===== src/rtl/issuePkg.sv =====
package issuePkg;

  typedef enum logic [1:0] {
    ORG_UNIFIED = 2'd0,
    ORG_BANKED  = 2'd1,
    ORG_FIFO    = 2'd2
  } issueOrg_e;

  // Default shape of the control-to-datapath strobe bundle.
  localparam int DEF_ENTRIES = 8;
  localparam int DEF_PORTS   = 2;

  typedef struct packed {
    logic [DEF_PORTS-1:0]             pickValid;
    logic [DEF_PORTS*DEF_ENTRIES-1:0] pickVec;
  } issueStrobeDef_t;

endpackage


===== src/rtl/issueAgeMatrix.sv =====
// Pairwise age relation: olderMat[i*ENTRIES+j] set when entry i is older than j.
module issueAgeMatrix #(
  parameter int ENTRIES = 8,
  parameter int AGE_W   = 4
) (
  input  logic [ENTRIES*AGE_W-1:0]   ageFlat,
  output logic [ENTRIES*ENTRIES-1:0] olderMat
);

  for (genvar i = 0; i < ENTRIES; i++) begin : gRow
    for (genvar j = 0; j < ENTRIES; j++) begin : gCol
      if (i == j) begin : gSelf
        assign olderMat[i*ENTRIES+j] = 1'b0;
      end else if (i < j) begin : gLowIdx
        // Equal age: the lower index counts as older.
        assign olderMat[i*ENTRIES+j] =
          ageFlat[i*AGE_W +: AGE_W] <= ageFlat[j*AGE_W +: AGE_W];
      end else begin : gHighIdx
        assign olderMat[i*ENTRIES+j] =
          ageFlat[i*AGE_W +: AGE_W] < ageFlat[j*AGE_W +: AGE_W];
      end
    end
  end

endmodule


===== src/rtl/issueSelectCtrl.sv =====
// Selection control: one of three organisations picked by ORG.
module issueSelectCtrl
  import issuePkg::*;
#(
  parameter int        ENTRIES  = 8,
  parameter int        PORTS    = 2,
  parameter int        HEAD_W   = 2,
  parameter issueOrg_e ORG      = ORG_UNIFIED,
  parameter type       strobe_t = issueStrobeDef_t
) (
  input  logic [ENTRIES-1:0]         readyVec,
  input  logic [ENTRIES*ENTRIES-1:0] olderMat,
  input  logic [PORTS*HEAD_W-1:0]    headFlat,
  input  logic [PORTS-1:0]           unitBusy,
  output strobe_t                    strobe
);

  localparam int BANK   = ENTRIES / PORTS;
  localparam int RANK_W = $clog2(ENTRIES + 1);

  logic [PORTS*ENTRIES-1:0] pick;
  logic                     unusedInputs;

  if (ORG == ORG_UNIFIED) begin : gUnified
    // Rank of each ready entry among ready entries; port rank among free ports.
    logic [RANK_W-1:0] rank     [ENTRIES];
    logic [RANK_W-1:0] freeRank [PORTS];

    assign unusedInputs = ^headFlat;

    always_comb begin
      for (int e = 0; e < ENTRIES; e++) begin
        rank[e] = '0;
        for (int j = 0; j < ENTRIES; j++) begin
          if (readyVec[j] && olderMat[j*ENTRIES+e]) begin
            rank[e] = rank[e] + RANK_W'(1);
          end
        end
      end
      for (int p = 0; p < PORTS; p++) begin
        freeRank[p] = '0;
        for (int q = 0; q < p; q++) begin
          if (!unitBusy[q]) begin
            freeRank[p] = freeRank[p] + RANK_W'(1);
          end
        end
      end
      for (int p = 0; p < PORTS; p++) begin
        for (int e = 0; e < ENTRIES; e++) begin
          pick[p*ENTRIES+e] = readyVec[e] && !unitBusy[p] && (rank[e] == freeRank[p]);
        end
      end
    end

  end else if (ORG == ORG_BANKED) begin : gBanked
    assign unusedInputs = ^headFlat;

    always_comb begin
      logic win;
      pick = '0;
      for (int b = 0; b < PORTS; b++) begin
        for (int k = 0; k < BANK; k++) begin
          win = readyVec[b*BANK+k] && !unitBusy[b];
          for (int m = 0; m < BANK; m++) begin
            if (readyVec[b*BANK+m] && olderMat[(b*BANK+m)*ENTRIES + b*BANK + k]) begin
              win = 1'b0;
            end
          end
          pick[b*ENTRIES + b*BANK + k] = win;
        end
      end
    end

  end else begin : gFifo
    assign unusedInputs = ^olderMat;

    always_comb begin
      int hIdx;
      pick = '0;
      for (int b = 0; b < PORTS; b++) begin
        hIdx = b*BANK + int'(headFlat[b*HEAD_W +: HEAD_W]);
        pick[b*ENTRIES + hIdx] = readyVec[hIdx] && !unitBusy[b];
      end
    end
  end

  always_comb begin
    strobe.pickVec = pick;
    for (int p = 0; p < PORTS; p++) begin
      strobe.pickValid[p] = |pick[p*ENTRIES +: ENTRIES];
    end
  end

endmodule


===== src/rtl/issueGrantReg.sv =====
// Issue-stage register: captures the strobes into the port outputs.
module issueGrantReg
  import issuePkg::*;
#(
  parameter int  ENTRIES  = 8,
  parameter int  PORTS    = 2,
  parameter type strobe_t = issueStrobeDef_t
) (
  input  logic                     clk,
  input  logic                     rstN,
  input  strobe_t                  strobe,
  output logic [PORTS-1:0]         grantValid,
  output logic [PORTS*ENTRIES-1:0] grantVec
);

  always_ff @(posedge clk) begin
    if (!rstN) begin
      grantValid <= '0;
      grantVec   <= '0;
    end else begin
      grantValid <= strobe.pickValid;
      grantVec   <= strobe.pickVec;
    end
  end

endmodule


===== src/rtl/issueSelect.sv =====
module issueSelect
  import issuePkg::*;
#(
  parameter int        ENTRIES = 8,
  parameter int        PORTS   = 2,
  parameter int        AGE_W   = 4,
  parameter issueOrg_e ORG     = ORG_UNIFIED,
  localparam int       BANK    = ENTRIES / PORTS,
  localparam int       HEAD_W  = (BANK > 1) ? $clog2(BANK) : 1
) (
  input  logic                     clk,
  input  logic                     rstN,
  input  logic [ENTRIES-1:0]       readyVec,
  input  logic [ENTRIES*AGE_W-1:0] ageFlat,
  input  logic [PORTS*HEAD_W-1:0]  headFlat,
  input  logic [PORTS-1:0]         unitBusy,
  output logic [PORTS-1:0]         grantValid,
  output logic [PORTS*ENTRIES-1:0] grantVec
);

  typedef struct packed {
    logic [PORTS-1:0]         pickValid;
    logic [PORTS*ENTRIES-1:0] pickVec;
  } strobe_t;

  logic [ENTRIES*ENTRIES-1:0] olderMat;
  strobe_t                    strobe;

  issueAgeMatrix #(
    .ENTRIES (ENTRIES),
    .AGE_W   (AGE_W)
  ) ageMat_i (
    .ageFlat  (ageFlat),
    .olderMat (olderMat)
  );

  issueSelectCtrl #(
    .ENTRIES  (ENTRIES),
    .PORTS    (PORTS),
    .HEAD_W   (HEAD_W),
    .ORG      (ORG),
    .strobe_t (strobe_t)
  ) ctrl_i (
    .readyVec (readyVec),
    .olderMat (olderMat),
    .headFlat (headFlat),
    .unitBusy (unitBusy),
    .strobe   (strobe)
  );

  issueGrantReg #(
    .ENTRIES  (ENTRIES),
    .PORTS    (PORTS),
    .strobe_t (strobe_t)
  ) grantReg_i (
    .clk        (clk),
    .rstN       (rstN),
    .strobe     (strobe),
    .grantValid (grantValid),
    .grantVec   (grantVec)
  );

endmodule


===== config.mk =====
export PLATFORM = sky130hd
export DESIGN_NAME = issueSelect
export DESIGN_NICKNAME = d
export VERILOG_FILES = /design/src/rtl/issuePkg.sv /design/src/rtl/issueAgeMatrix.sv /design/src/rtl/issueSelectCtrl.sv /design/src/rtl/issueGrantReg.sv /design/src/rtl/issueSelect.sv
export SDC_FILE = /design/constraint.sdc
export NUM_CORES = 1
export LEC_CHECK = 0
export BUFFER_PORTS_ARGS = -buffer_cell sky130_fd_sc_hd__buf_2
export CORE_MARGIN = 5
export CORE_UTILIZATION = 30
export CTS_CLUSTER_SIZE = 20
export DETAILED_ROUTE_END_ITERATION = 7
export SETUP_SLACK_MARGIN = 0.1
export SLEW_MARGIN = 20
export SYNTH_ARGS = -nofsm -noshare
export SYNTH_HDL_FRONTEND = slang
export SYNTH_HIERARCHICAL = 1
export SYNTH_SLANG_ARGS = --single-unit

===== constraint.sdc =====
create_clock -name clk -period 9.7 [get_ports clk]
set_input_delay 1.94 -clock clk [delete_from_list [all_inputs] [get_ports clk]]
set_output_delay 1.94 -clock clk [all_outputs]
set_load 0.005 [all_outputs]

==> results.md <==
* Relative slew slack at 0.5826
* Root buf cell: clkbuf_16
* CTS Hold Buffers Added at 0
* Clock Path Buffers at 2
* Starting Density at 0.3025
* Final setup violation count at 0
* CP max-delay cell: nor4_1
* CTS resizes at 0
* GRT Residual Overflow at 0
* Final hold viol count at 0
* Power density cells at 121.3 nW/um2
* WL met1 at 11.20 mm
* Top sig layer: met4
* Met2 routed WL at 9.425 mm
* Clk slew on worst S/H paths at roughly 0.050 ns
* Wire length on met3 at 885 um
* Pin count of the biggest net entering global routing at 37
* Req. time, crit path at 9.89 ns
* Drt total wl at 21.81 mm
* Slack of the critical path at 2.296 ns
* Std cell rows at 59
* Remaining DRCs at 0
* Total number of vias at around 7300
* Sink Count at 18
* Static Leak at 4.088 nW
* Final estimated routing congestion in global placement at 0.8386
* Worst Setup Start Kind: input pin
* Vias in the first global route at 6796
* Pre-CTS setup slack at 1.993 ns
* CTS buffer count at 3
* Mapped Area at 7816 um2
* Netlist cell types at 68
* Vias per cell at 5.148
* End of the worst hold path: grantReg_i/grantVec[12]
* Share of synthesized registers carrying an async set or reset at 0
* Synthesis-to-layout area growth at 8.564%
* Most frequent cells in the layout: ha_1, a21oi_1, nand2_1
* Fin crit period at between 7 and 8 ns
* EDFF count, synth at 0
* Tcrit/Tclk final at 0.7633
* HP Start: rstN
* Worst path max stage delay at approximately 0.40 ns
* Maxcap violations at 0
* First-pass GRT wire length at 34.71 mm
* Initial antenna violation count at 0
* Worst Setup End Kind: flop
* Post-synthesis sequential area ratio at 0.04610
* Setup TNS at 0 ns
* Hold crit path type: input pin to flop
* Top delay family on crit path: adder cells
* H-tree levels at 1
* CTS tree: yes
* #FFs+latches synth at 18
* Commonest non-fill, non-tap cell in the layout: ha_1
* First-pass DRT Iterations at 5
* Chip width at about 170 um
* Crit path buffers/inverters at 2
* Core Box Area at about 26000 um2
* Max rail drop VDD at roughly 82 uV
* Most common cell on crit path: ha_1
* Critical Path Fanout Max at 7
* Final #Nets at 1304
* Antenna Cells at 0
* Share of cells above drive strength 1 at 0.1141
* WS Path Type: input pin to flop
* PortBufs at 61
* Hpwl dp at 17.89 mm
* Yosys warnings at 6
* DIE AREA at approximately 29000 um2
* GRT Total Usage at 0.1449
* RSZ-0062 raised after global routing: false
* Post-CTS setup buffers at 0
* Tightest Pin Transition at around 0.63 ns
* Max Slew Vio Count at 0
* Main synth FF type: dfxtp_1
* Mean Syn Cell Area at 7.480 um2
* Antenna viol nets, final at 0
* Wirelength per Cell at 15.34 um
* Hold path cells at 2
* Die H at around 170 um
* Outcome: finished, final reports clean
* # IOs at 66
* Initial drt markers at between 300 and 400
* Crit path DAT at 7.60 ns
* Cells after Synth at 1045
* Fmax at 135.1 MHz
## area by class of cell
class | count | area [um2]
clock buffers | 4 | 88.84
fillers | 2787 | 17350
inverters | 89 | 334.1
multi-input cells | 915 | 6978
flip-flops and latches | 18 | 360.3
well taps | 335 | 419.2
repair buffers | 61 | 305.3
## synthesized netlist by cell type (3+ instances only)
| master | n | area (um2) |
|---|---|---|
| xor3_1 | 10 | 237.7 |
| o21ai_0 | 32 | 160.2 |
| nor3_1 | 36 | 180.2 |
| xnor2_1 | 64 | 560.5 |
| mux2_2 | 6 | 67.56 |
| nor4_1 | 9 | 56.30 |
| a211oi_1 | 4 | 30.03 |
| buf_2 | 10 | 50.05 |
| or2_2 | 28 | 175.2 |
| xor2_1 | 38 | 332.8 |
| nand3b_1 | 3 | 22.52 |
| buf_1 | 3 | 11.26 |
| and3b_1 | 3 | 26.28 |
| and2_2 | 14 | 105.1 |
| o31a_1 | 5 | 43.79 |
| xnor3_1 | 7 | 157.7 |
| and2_1 | 30 | 187.7 |
| a21bo_2 | 3 | 30.03 |
| o32ai_1 | 3 | 26.28 |
| a21oi_1 | 132 | 660.6 |
| o31ai_1 | 3 | 22.52 |
| buf_4 | 8 | 60.06 |
| nor3b_1 | 3 | 22.52 |
| nand4_1 | 11 | 68.82 |
| inv_1 | 89 | 334.1 |
| a21boi_0 | 3 | 22.52 |
| mux2i_1 | 8 | 80.08 |
| nand2_1 | 96 | 360.4 |
| a31oi_1 | 8 | 50.05 |
| nor2_1 | 36 | 135.1 |
| ha_1 | 168 | 2102 |
| nand4b_1 | 8 | 70.07 |
| nand3_1 | 54 | 270.3 |
| clkbuf_1 | 7 | 26.28 |
| o21a_1 | 29 | 217.7 |
| dfxtp_1 | 18 | 360.4 |
| and3_1 | 15 | 93.84 |
## how the worst max path moves through the flow
stage | end | from | cells past startpoint
3_3_place_gp | grantReg_i/grantValid[1] | ageFlat[2] | 25
6_report | grantReg_i/grantValid[1] | ageFlat[2] | 25
4_1_cts | grantReg_i/grantValid[1] | ageFlat[2] | 25
5_1_grt | grantReg_i/grantValid[1] | ageFlat[2] | 28
2_1_floorplan | grantReg_i/grantValid[1] | ageFlat[2] | 25
3_5_place_dp | grantReg_i/grantValid[1] | ageFlat[2] | 25
## registers in the layout, indices dropped and copies added, names as in the netlist
name	cells
grantReg_i/grantValid	2
grantReg_i/grantVec	16
## report_power, final
group	switching, mW	leakage (nW)	internal, mW	total (mW)
combinational	0.466	3.90	0.385	0.851
sequential	0.00364	0.146	0.0844	0.0881
clock	0.0276	0.0442	0.0627	0.0903
## cell families (layout without fill, tap and decap cells)
logic type | count (synthesis) | count (layout) | synth area share
other | 1 | 8 | 0.0004798
muxes | 14 | 14 | 0.01889
adders and majority gates | 168 | 168 | 0.2689
and+or+nand+nor | 359 | 359 | 0.2409
buffers and inverters | 119 | 154 | 0.06451
DFF | 18 | 18 | 0.04610
xor gates and xnor gates | 121 | 121 | 0.1710
AOI/OAI and AO/OA | 245 | 245 | 0.1892
## stage by stage
step | area (um2) | std cells | total power, mW | hold WS, ns | utilization
3_5_place_dp | 8397 | 1418 | 0.9332 | 2.319 | 0.3250
3_3_place_gp | 8397 | 1418 | 0.9109 | 2.324 | 0.3250
5_1_grt | 8486 | 1422 | 1.147 | 2.121 | 0.3284
4_1_cts | 8486 | 1422 | 1.032 | 2.091 | 0.3284
2_1_floorplan | 7843 | 1052 | 0.7585 | 2.076 | -
6_report | 8486 | 1422 | 1.029 | 2.086 | 0.3284
## metal layers
metal | vias to the layer above | global-route usage
li1 | 3824 | -
met3 | 19 | 0.009423
met5 | - | 0
met4 | 0 | 0.02205
met1 | 3350 | 0.2144
met2 | 128 | 0.2360
(Power assumes the default switching activity.)
